--- src/rtl/nvm_cmd_pkg.sv ---
package nvm_cmd_pkg;

  localparam int KEY_W  = 15;
  localparam int BYTE_W = 8;

  localparam logic [KEY_W-1:0]  KEY_ADDR_A = 15'h5555;
  localparam logic [KEY_W-1:0]  KEY_ADDR_B = 15'h2AAA;
  localparam logic [BYTE_W-1:0] KEY_BYTE_A = 8'hAA;
  localparam logic [BYTE_W-1:0] KEY_BYTE_B = 8'h55;

  localparam logic [BYTE_W-1:0] OP_PWRITE  = 8'hA0;
  localparam logic [BYTE_W-1:0] OP_ID_IN   = 8'h90;
  localparam logic [BYTE_W-1:0] OP_ID_OUT  = 8'hF0;
  localparam logic [BYTE_W-1:0] OP_EXTEND  = 8'h80;
  localparam logic [BYTE_W-1:0] OP_UNPROT  = 8'h20;
  localparam logic [BYTE_W-1:0] OP_ERASE   = 8'h10;
  localparam logic [BYTE_W-1:0] OP_ID_ALT  = 8'h60;
  localparam logic [BYTE_W-1:0] ID_MAKER   = 8'hBF;

  typedef enum logic [2:0] {
    ST_IDLE,
    ST_KEY1,
    ST_KEY2,
    ST_EXT0,
    ST_EXT1,
    ST_EXT2
  } seq_state_t;

  typedef struct packed {
    logic pwrite;
    logic unprot;
    logic erase;
    logic id_in;
    logic id_out;
    logic stray;
  } seq_ev_t;

  function automatic logic bus_match(input logic [KEY_W-1:0] a,
                                     input logic [BYTE_W-1:0] d,
                                     input logic [KEY_W-1:0] ea,
                                     input logic [BYTE_W-1:0] ed);
    return (a == ea) && (d == ed);
  endfunction

  function automatic logic id_window(input logic [KEY_W-1:0] a);
    return a[KEY_W-1:1] == '0;
  endfunction

  function automatic logic [BYTE_W-1:0] id_select(input logic lsb,
                                                  input logic [BYTE_W-1:0] dev);
    return lsb ? dev : ID_MAKER;
  endfunction

endpackage

--- src/rtl/nvm_seq_fsm.sv ---
module nvm_seq_fsm
  import nvm_cmd_pkg::*;
(
  input  logic              clk,
  input  logic              rst_n,
  input  logic              wr_en,
  input  logic [KEY_W-1:0]  key_addr,
  input  logic [BYTE_W-1:0] wr_data,
  output seq_ev_t           ev
);

  seq_state_t state_q, state_d;
  logic is_first, is_second, at_cmd;

  assign is_first  = bus_match(key_addr, wr_data, KEY_ADDR_A, KEY_BYTE_A);
  assign is_second = bus_match(key_addr, wr_data, KEY_ADDR_B, KEY_BYTE_B);
  assign at_cmd    = key_addr == KEY_ADDR_A;

  always_comb begin
    state_d = state_q;
    ev      = '0;
    if (wr_en) begin
      unique case (state_q)
        ST_IDLE: begin
          if (is_first) state_d = ST_KEY1;
          else          ev.stray = 1'b1;
        end
        ST_KEY1: begin
          if (is_second)     state_d = ST_KEY2;
          else if (is_first) state_d = ST_KEY1;
          else begin
            state_d  = ST_IDLE;
            ev.stray = 1'b1;
          end
        end
        ST_KEY2: begin
          state_d = ST_IDLE;
          if (at_cmd && wr_data == OP_PWRITE)      ev.pwrite = 1'b1;
          else if (at_cmd && wr_data == OP_ID_IN)  ev.id_in  = 1'b1;
          else if (at_cmd && wr_data == OP_ID_OUT) ev.id_out = 1'b1;
          else if (at_cmd && wr_data == OP_EXTEND) state_d   = ST_EXT0;
          else if (is_first)                       state_d   = ST_KEY1;
          else                                     ev.stray  = 1'b1;
        end
        ST_EXT0: begin
          if (is_first) state_d = ST_EXT1;
          else begin
            state_d  = ST_IDLE;
            ev.stray = 1'b1;
          end
        end
        ST_EXT1: begin
          if (is_second)     state_d = ST_EXT2;
          else if (is_first) state_d = ST_KEY1;
          else begin
            state_d  = ST_IDLE;
            ev.stray = 1'b1;
          end
        end
        ST_EXT2: begin
          state_d = ST_IDLE;
          if (at_cmd && wr_data == OP_UNPROT)      ev.unprot = 1'b1;
          else if (at_cmd && wr_data == OP_ERASE)  ev.erase  = 1'b1;
          else if (at_cmd && wr_data == OP_ID_ALT) ev.id_in  = 1'b1;
          else if (is_first)                       state_d   = ST_KEY1;
          else                                     ev.stray  = 1'b1;
        end
        default: state_d = ST_IDLE;
      endcase
    end
  end

  always_ff @(posedge clk) begin
    if (!rst_n) state_q <= ST_IDLE;
    else        state_q <= state_d;
  end

endmodule

--- src/rtl/nvm_hold_timer.sv ---
module nvm_hold_timer #(
  parameter int LEN = 16
) (
  input  logic clk,
  input  logic rst_n,
  input  logic load,
  output logic active
);

  localparam int CW = $clog2(LEN + 1);
  localparam logic [CW-1:0] LEN_V = CW'(LEN);

  logic [CW-1:0] cnt_q;

  always_ff @(posedge clk) begin
    if (!rst_n)             cnt_q <= '0;
    else if (load)          cnt_q <= LEN_V;
    else if (cnt_q != '0)   cnt_q <= cnt_q - 1'b1;
  end

  assign active = cnt_q != '0;

endmodule

--- src/rtl/nvm_mode_ctrl.sv ---
module nvm_mode_ctrl
  import nvm_cmd_pkg::*;
#(
  parameter int ADDR_W      = 17,
  parameter int BUSY_CYCLES = 60000,
  parameter int WIN_CYCLES  = 40000
) (
  input  logic              clk,
  input  logic              rst_n,
  input  seq_ev_t           ev,
  input  logic [ADDR_W-1:0] wr_addr,
  input  logic [BYTE_W-1:0] wr_data,
  output logic              prot_on,
  output logic              id_mode,
  output logic              busy,
  output logic              win_open,
  output logic              pwrite_stb,
  output logic              unprot_stb,
  output logic              erase_stb,
  output logic              id_enter_stb,
  output logic              id_exit_stb,
  output logic              byte_wr_stb,
  output logic [ADDR_W-1:0] byte_wr_addr,
  output logic [BYTE_W-1:0] byte_wr_data
);

  logic accept, blocked, win_load;

  assign accept   = ev.stray && (!prot_on || win_open);
  assign blocked  = ev.stray && prot_on && !win_open;
  assign win_load = ev.pwrite || (accept && win_open);

  nvm_hold_timer #(.LEN(WIN_CYCLES)) u_win (
    .clk(clk), .rst_n(rst_n), .load(win_load), .active(win_open)
  );

  nvm_hold_timer #(.LEN(BUSY_CYCLES)) u_busy (
    .clk(clk), .rst_n(rst_n), .load(blocked), .active(busy)
  );

  always_ff @(posedge clk) begin
    if (!rst_n) begin
      prot_on      <= 1'b0;
      id_mode      <= 1'b0;
      pwrite_stb   <= 1'b0;
      unprot_stb   <= 1'b0;
      erase_stb    <= 1'b0;
      id_enter_stb <= 1'b0;
      id_exit_stb  <= 1'b0;
      byte_wr_stb  <= 1'b0;
      byte_wr_addr <= '0;
      byte_wr_data <= '0;
    end else begin
      pwrite_stb   <= ev.pwrite;
      unprot_stb   <= ev.unprot;
      erase_stb    <= ev.erase;
      id_enter_stb <= ev.id_in;
      id_exit_stb  <= ev.id_out;
      byte_wr_stb  <= accept;
      if (accept) begin
        byte_wr_addr <= wr_addr;
        byte_wr_data <= wr_data;
      end
      if (ev.pwrite)      prot_on <= 1'b1;
      else if (ev.unprot) prot_on <= 1'b0;
      if (ev.id_in)       id_mode <= 1'b1;
      else if (ev.id_out) id_mode <= 1'b0;
    end
  end

endmodule

--- src/rtl/nvm_id_reader.sv ---
module nvm_id_reader
  import nvm_cmd_pkg::*;
#(
  parameter logic [7:0] DEV_CODE = 8'h5E
) (
  input  logic              id_mode,
  input  logic [KEY_W-1:0]  rd_key,
  output logic              id_hit,
  output logic [BYTE_W-1:0] id_byte
);

  assign id_hit  = id_mode && id_window(rd_key);
  assign id_byte = id_hit ? id_select(rd_key[0], DEV_CODE) : '0;

endmodule

--- src/rtl/nvm_unlock_decoder.sv ---
module nvm_unlock_decoder
  import nvm_cmd_pkg::*;
#(
  parameter int         ADDR_W      = 17,
  parameter int         BUSY_CYCLES = 60000,
  parameter int         WIN_CYCLES  = 40000,
  parameter logic [7:0] DEV_CODE    = 8'h5E
) (
  input  logic              clk,
  input  logic              rst_n,
  input  logic              wr_en,
  input  logic [ADDR_W-1:0] wr_addr,
  input  logic [7:0]        wr_data,
  input  logic [ADDR_W-1:0] rd_addr,
  output logic              prot_on,
  output logic              id_mode,
  output logic              busy,
  output logic              pwrite_stb,
  output logic              unprot_stb,
  output logic              erase_stb,
  output logic              id_enter_stb,
  output logic              id_exit_stb,
  output logic              byte_wr_stb,
  output logic [ADDR_W-1:0] byte_wr_addr,
  output logic [7:0]        byte_wr_data,
  output logic              id_hit,
  output logic [7:0]        id_byte
);

  seq_ev_t seq_ev;
  logic    win_open;
  logic    unused_rd_hi;

  nvm_seq_fsm u_fsm (
    .clk(clk), .rst_n(rst_n), .wr_en(wr_en),
    .key_addr(wr_addr[KEY_W-1:0]), .wr_data(wr_data), .ev(seq_ev)
  );

  nvm_mode_ctrl #(
    .ADDR_W(ADDR_W), .BUSY_CYCLES(BUSY_CYCLES), .WIN_CYCLES(WIN_CYCLES)
  ) u_ctrl (
    .clk(clk), .rst_n(rst_n), .ev(seq_ev),
    .wr_addr(wr_addr), .wr_data(wr_data),
    .prot_on(prot_on), .id_mode(id_mode), .busy(busy), .win_open(win_open),
    .pwrite_stb(pwrite_stb), .unprot_stb(unprot_stb), .erase_stb(erase_stb),
    .id_enter_stb(id_enter_stb), .id_exit_stb(id_exit_stb),
    .byte_wr_stb(byte_wr_stb), .byte_wr_addr(byte_wr_addr),
    .byte_wr_data(byte_wr_data)
  );

  nvm_id_reader #(.DEV_CODE(DEV_CODE)) u_id (
    .id_mode(id_mode), .rd_key(rd_addr[KEY_W-1:0]),
    .id_hit(id_hit), .id_byte(id_byte)
  );

  assign unused_rd_hi = ^rd_addr[ADDR_W-1:KEY_W];

endmodule

--- config.mk ---
export PLATFORM = sky130hd
export DESIGN_NAME = nvm_unlock_decoder
export DESIGN_NICKNAME = d
export VERILOG_FILES = /design/src/rtl/nvm_cmd_pkg.sv /design/src/rtl/nvm_seq_fsm.sv /design/src/rtl/nvm_hold_timer.sv /design/src/rtl/nvm_mode_ctrl.sv /design/src/rtl/nvm_id_reader.sv /design/src/rtl/nvm_unlock_decoder.sv
export SDC_FILE = /design/constraint.sdc
export NUM_CORES = 1
export LEC_CHECK = 0
export BUFFER_PORTS_ARGS = -buffer_cell sky130_fd_sc_hd__buf_4
export CAP_MARGIN = 20
export CORE_UTILIZATION = 54
export DETAILED_ROUTE_END_ITERATION = 10
export GPL_TIMING_DRIVEN = 1
export PLACE_DENSITY = 0.78
export SETUP_SLACK_MARGIN = 0.15
export SLEW_MARGIN = 20
export SYNTH_ARGS = -nofsm -noshare
export SYNTH_HDL_FRONTEND = slang
export SYNTH_SLANG_ARGS = --single-unit
--- constraint.sdc ---
create_clock -name clk -period 3.1 [get_ports clk]
set_input_delay 0.155 -clock clk [delete_from_list [all_inputs] [get_ports clk]]
set_output_delay 0.155 -clock clk [all_outputs]
set_load 0.02 [all_outputs]
==> results.ini <==
[min_path]
holdPathEnd=u_ctrl.byte_wr_addr[16]
hp-class=in2reg
hold_start=wr_addr[16]
whs_path_depth=3

[synthesis]
synth.top_cell.area_share=0.376
netlist-cell-type-count=56
yosys_most_used_dff=dfxtp_1
ys_top_cells_by_area=dfxtp_1 38%, nand2_1 7.6%, mux2i_1 7.2%, nor3_1 3.5%, xor2_1 2.9%
syn_area_per_cell_um2=8.51
syn-num-nets=472
yosysSeqAreaShare=0.376
async_reset_ff_frac=0
ys_ff_latch=68
yosysTopAreaCell=dfxtp_1
synth_edf_count=0
syn_inst=425
synth_area_mm2=0.00362
ys.warnings.count=0

[sta]
fmax_mhz=360
tightest_slew_ps=884
fin_ws_ps=326
relSlewSlack=0.407
skew_ps=9.15
slew_violations=0
rsz0062_at_grt=false
fin_hold_ws_ps=63.1
setup_violations=0
finalSetupTns_ps=0
post-route-period-util=0.895
min_period_ps=2770
hold_violations=0

[pwr]
finalPower_uw=2680
p_leak_uw=0.00195
power_density_mw_per_mm2=596
peakVddDrop_mv=0.373

[clocking]
cts_buffers=9
hold_buffers=0
clkSlewWorstSetupHoldPaths_ps=70
clk_path_buf_depth=2
cts-htree-levels=3
worstSkewPairLatency_ps=340
cts_sinks=68
cts_tree=built
cts-root-buf=clkbuf_8

[placement]
placed_area_mm2=0.00426
portBuffers=85
dp_hpwl_um=6330
routabilityCongestion=0.852
place_ws_ps=303

[setup_path]
critical_path_class=reg2out
required_ps=2940
r2r_cells=8
r2r_start=u_fsm.state_q[0]
worstReg2RegEnd=u_ctrl.byte_wr_data[7]
crit_buf_inv=2
worstPathCellList=or4_1 > or4_1 > nor4_2 > nand4_1 > buf_4 > buf_4
cp_slowest_stage_delay_ps=580
r2r_slack_ps=360
slowest_stage=or4_1
start_kind=flop
cp_max_fo=6
cp-end-kind=primary output
critPathArrivalTime_ps=2620
cp_top_family=simple AND/OR/NAND/NOR gates

[die]
std_cell_rows=29
die_x_um=83.8
start_util=0.563
pin_count=88
core_area_mm2=0.00642
fp.dieH_um=83.8
die_area_mm2=0.00703

[detailed_routing]
drt-initial-drc-count=188
final_antenna_net_count=0
via_per_inst=5.66
vias=3326
drcViolationCount=10
postRouteWirelength_um=8640
wl_per_cell_um=14.7
dr.pass1.iters=7

[global_route]
antenna_found_initial=0
grt_pass1_wl_um=14600
overflow=0
grt_usage=0.256
grt_pass1_vias=3280
grt_max_degree=78

[layout]
final_layout_size_suffix_gt1_frac=0.235
multi_input_area_mm2=0.00205
final_area_mm2=0.00450
final_nets=553
register_area_mm2=0.00136
area_growth_syn_to_layout_pct=24.4
mostFrequentLayoutCells=95 x buf_4, 73 x nand2_1, 67 x dfxtp_1
antennaDiodeCount=0
final.fill_count=531
mostFrequentLayoutCell=buf_4

[run_status]
status=complete, but fails checks
violations=DRC

[job]
maxCapViolCount=0

worst min-delay path, delay by kind of cell:
kind / cells / cell delay, ps
buffers and inverters: 1 / 100
muxes: 1 / 50
and+or+nand+nor: 1 / 40
worst max path at each step:
stage	startpoint	endpoint	depth (start not counted)
6_report	u_ctrl.u_busy.cnt_q[5]	busy	6
5_1_grt	u_ctrl.u_busy.cnt_q[5]	u_ctrl.u_busy.cnt_q[15]	7
4_1_cts	u_ctrl.u_busy.cnt_q[5]	busy	5
3_5_place_dp	u_fsm.state_q[1]	u_ctrl.byte_wr_addr[3]	8
3_3_place_gp	u_fsm.state_q[1]	u_ctrl.byte_wr_addr[15]	8
2_1_floorplan	u_ctrl.u_busy.cnt_q[5]	u_ctrl.u_busy.cnt_q[6]	7
metrics by stage:
stage,util,cells
after global placement,0.663,569
after global routing,0.700,588
final,0.700,588
after floorplan,-,425
after CTS,0.697,585
after detailed placement,0.663,569
Yosys cell counts, types with 6 or more instances:
cell      number
nand2_1       73
buf_4          6
o21ai_0        6
xor2_1        12
nand3_1       10
a21boi_0      10
a21oi_1       11
inv_1         11
nor4_1         9
clkbuf_1      13
nand2b_1       6
or4_1          8
nor3_1        25
nor2_1        27
mux2i_1       26
nor2b_1        9
dfxtp_1       68
nand4_1        7
xnor2_1        8
cells by family (layout without fill, tap and decap cells):
| kind of cell | after synthesis | in the layout | share of synthesized area |
|---|---|---|---|
| AOI/OAI and AO/OA | 54 | 54 | 0.110 |
| xor gates and xnor gates | 20 | 20 | 0.0484 |
| adders and majority gates | 2 | 2 | 0.00692 |
| buffers and inverters | 37 | 123 | 0.0588 |
| DFF | 68 | 68 | 0.376 |
| muxes | 27 | 27 | 0.0751 |
| and+or+nand+nor | 217 | 217 | 0.325 |
state kept, by name, summed over array words and instances (netlist names):
register and cells:
u_ctrl.id_mode 1, u_ctrl.unprot_stb 1, u_ctrl.id_enter_stb 1, u_ctrl.byte_wr_addr 17, u_ctrl.u_win.cnt_q 16, u_ctrl.pwrite_stb 1, u_ctrl.erase_stb 1, u_fsm.state_q 3
u_ctrl.byte_wr_stb 1, u_ctrl.u_busy.cnt_q 16, u_ctrl.byte_wr_data 8, u_ctrl.id_exit_stb 1, u_ctrl.prot_on 1
routing by layer:
layer / share of wire / up-vias / GRT usage
met4: 0.017 / 0 / 0.110
met2: 0.50 / 70 / 0.441
met1: 0.45 / 1561 / 0.305
li1: - / 1679 / -
met5: 0 / - / 0
met3: 0.033 / 16 / 0.0574
power breakdown:
part | internal, uW | switching (uW) | total [uW]
clock | 471 | 323 | 794
sequential | 979 | 85.3 | 1060
combinational | 377 | 445 | 821
total | 1830 | 853 | 2680
what timing repair did:
| action | in CTS | in global routing |
|---|---|---|
| endpoints found under the setup margin | 0 | 24 |
| resized for setup | 0 | 1 |
| endpoints found under the hold margin | 0 | 0 |
| setup buffers | 0 | 3 |
cell type report:
class / instances / share of cell area
multi-input cells: 320 / 0.455
well taps: 77 / 0.0214
inverters: 11 / 0.00918
clock buffers: 11 / 0.0314
clock inverters: 5 / 0.0167
flip-flops and latches: 68 / 0.303
repair buffers: 96 / 0.163
No activity file was read; power rests on OpenSTA's default activity.
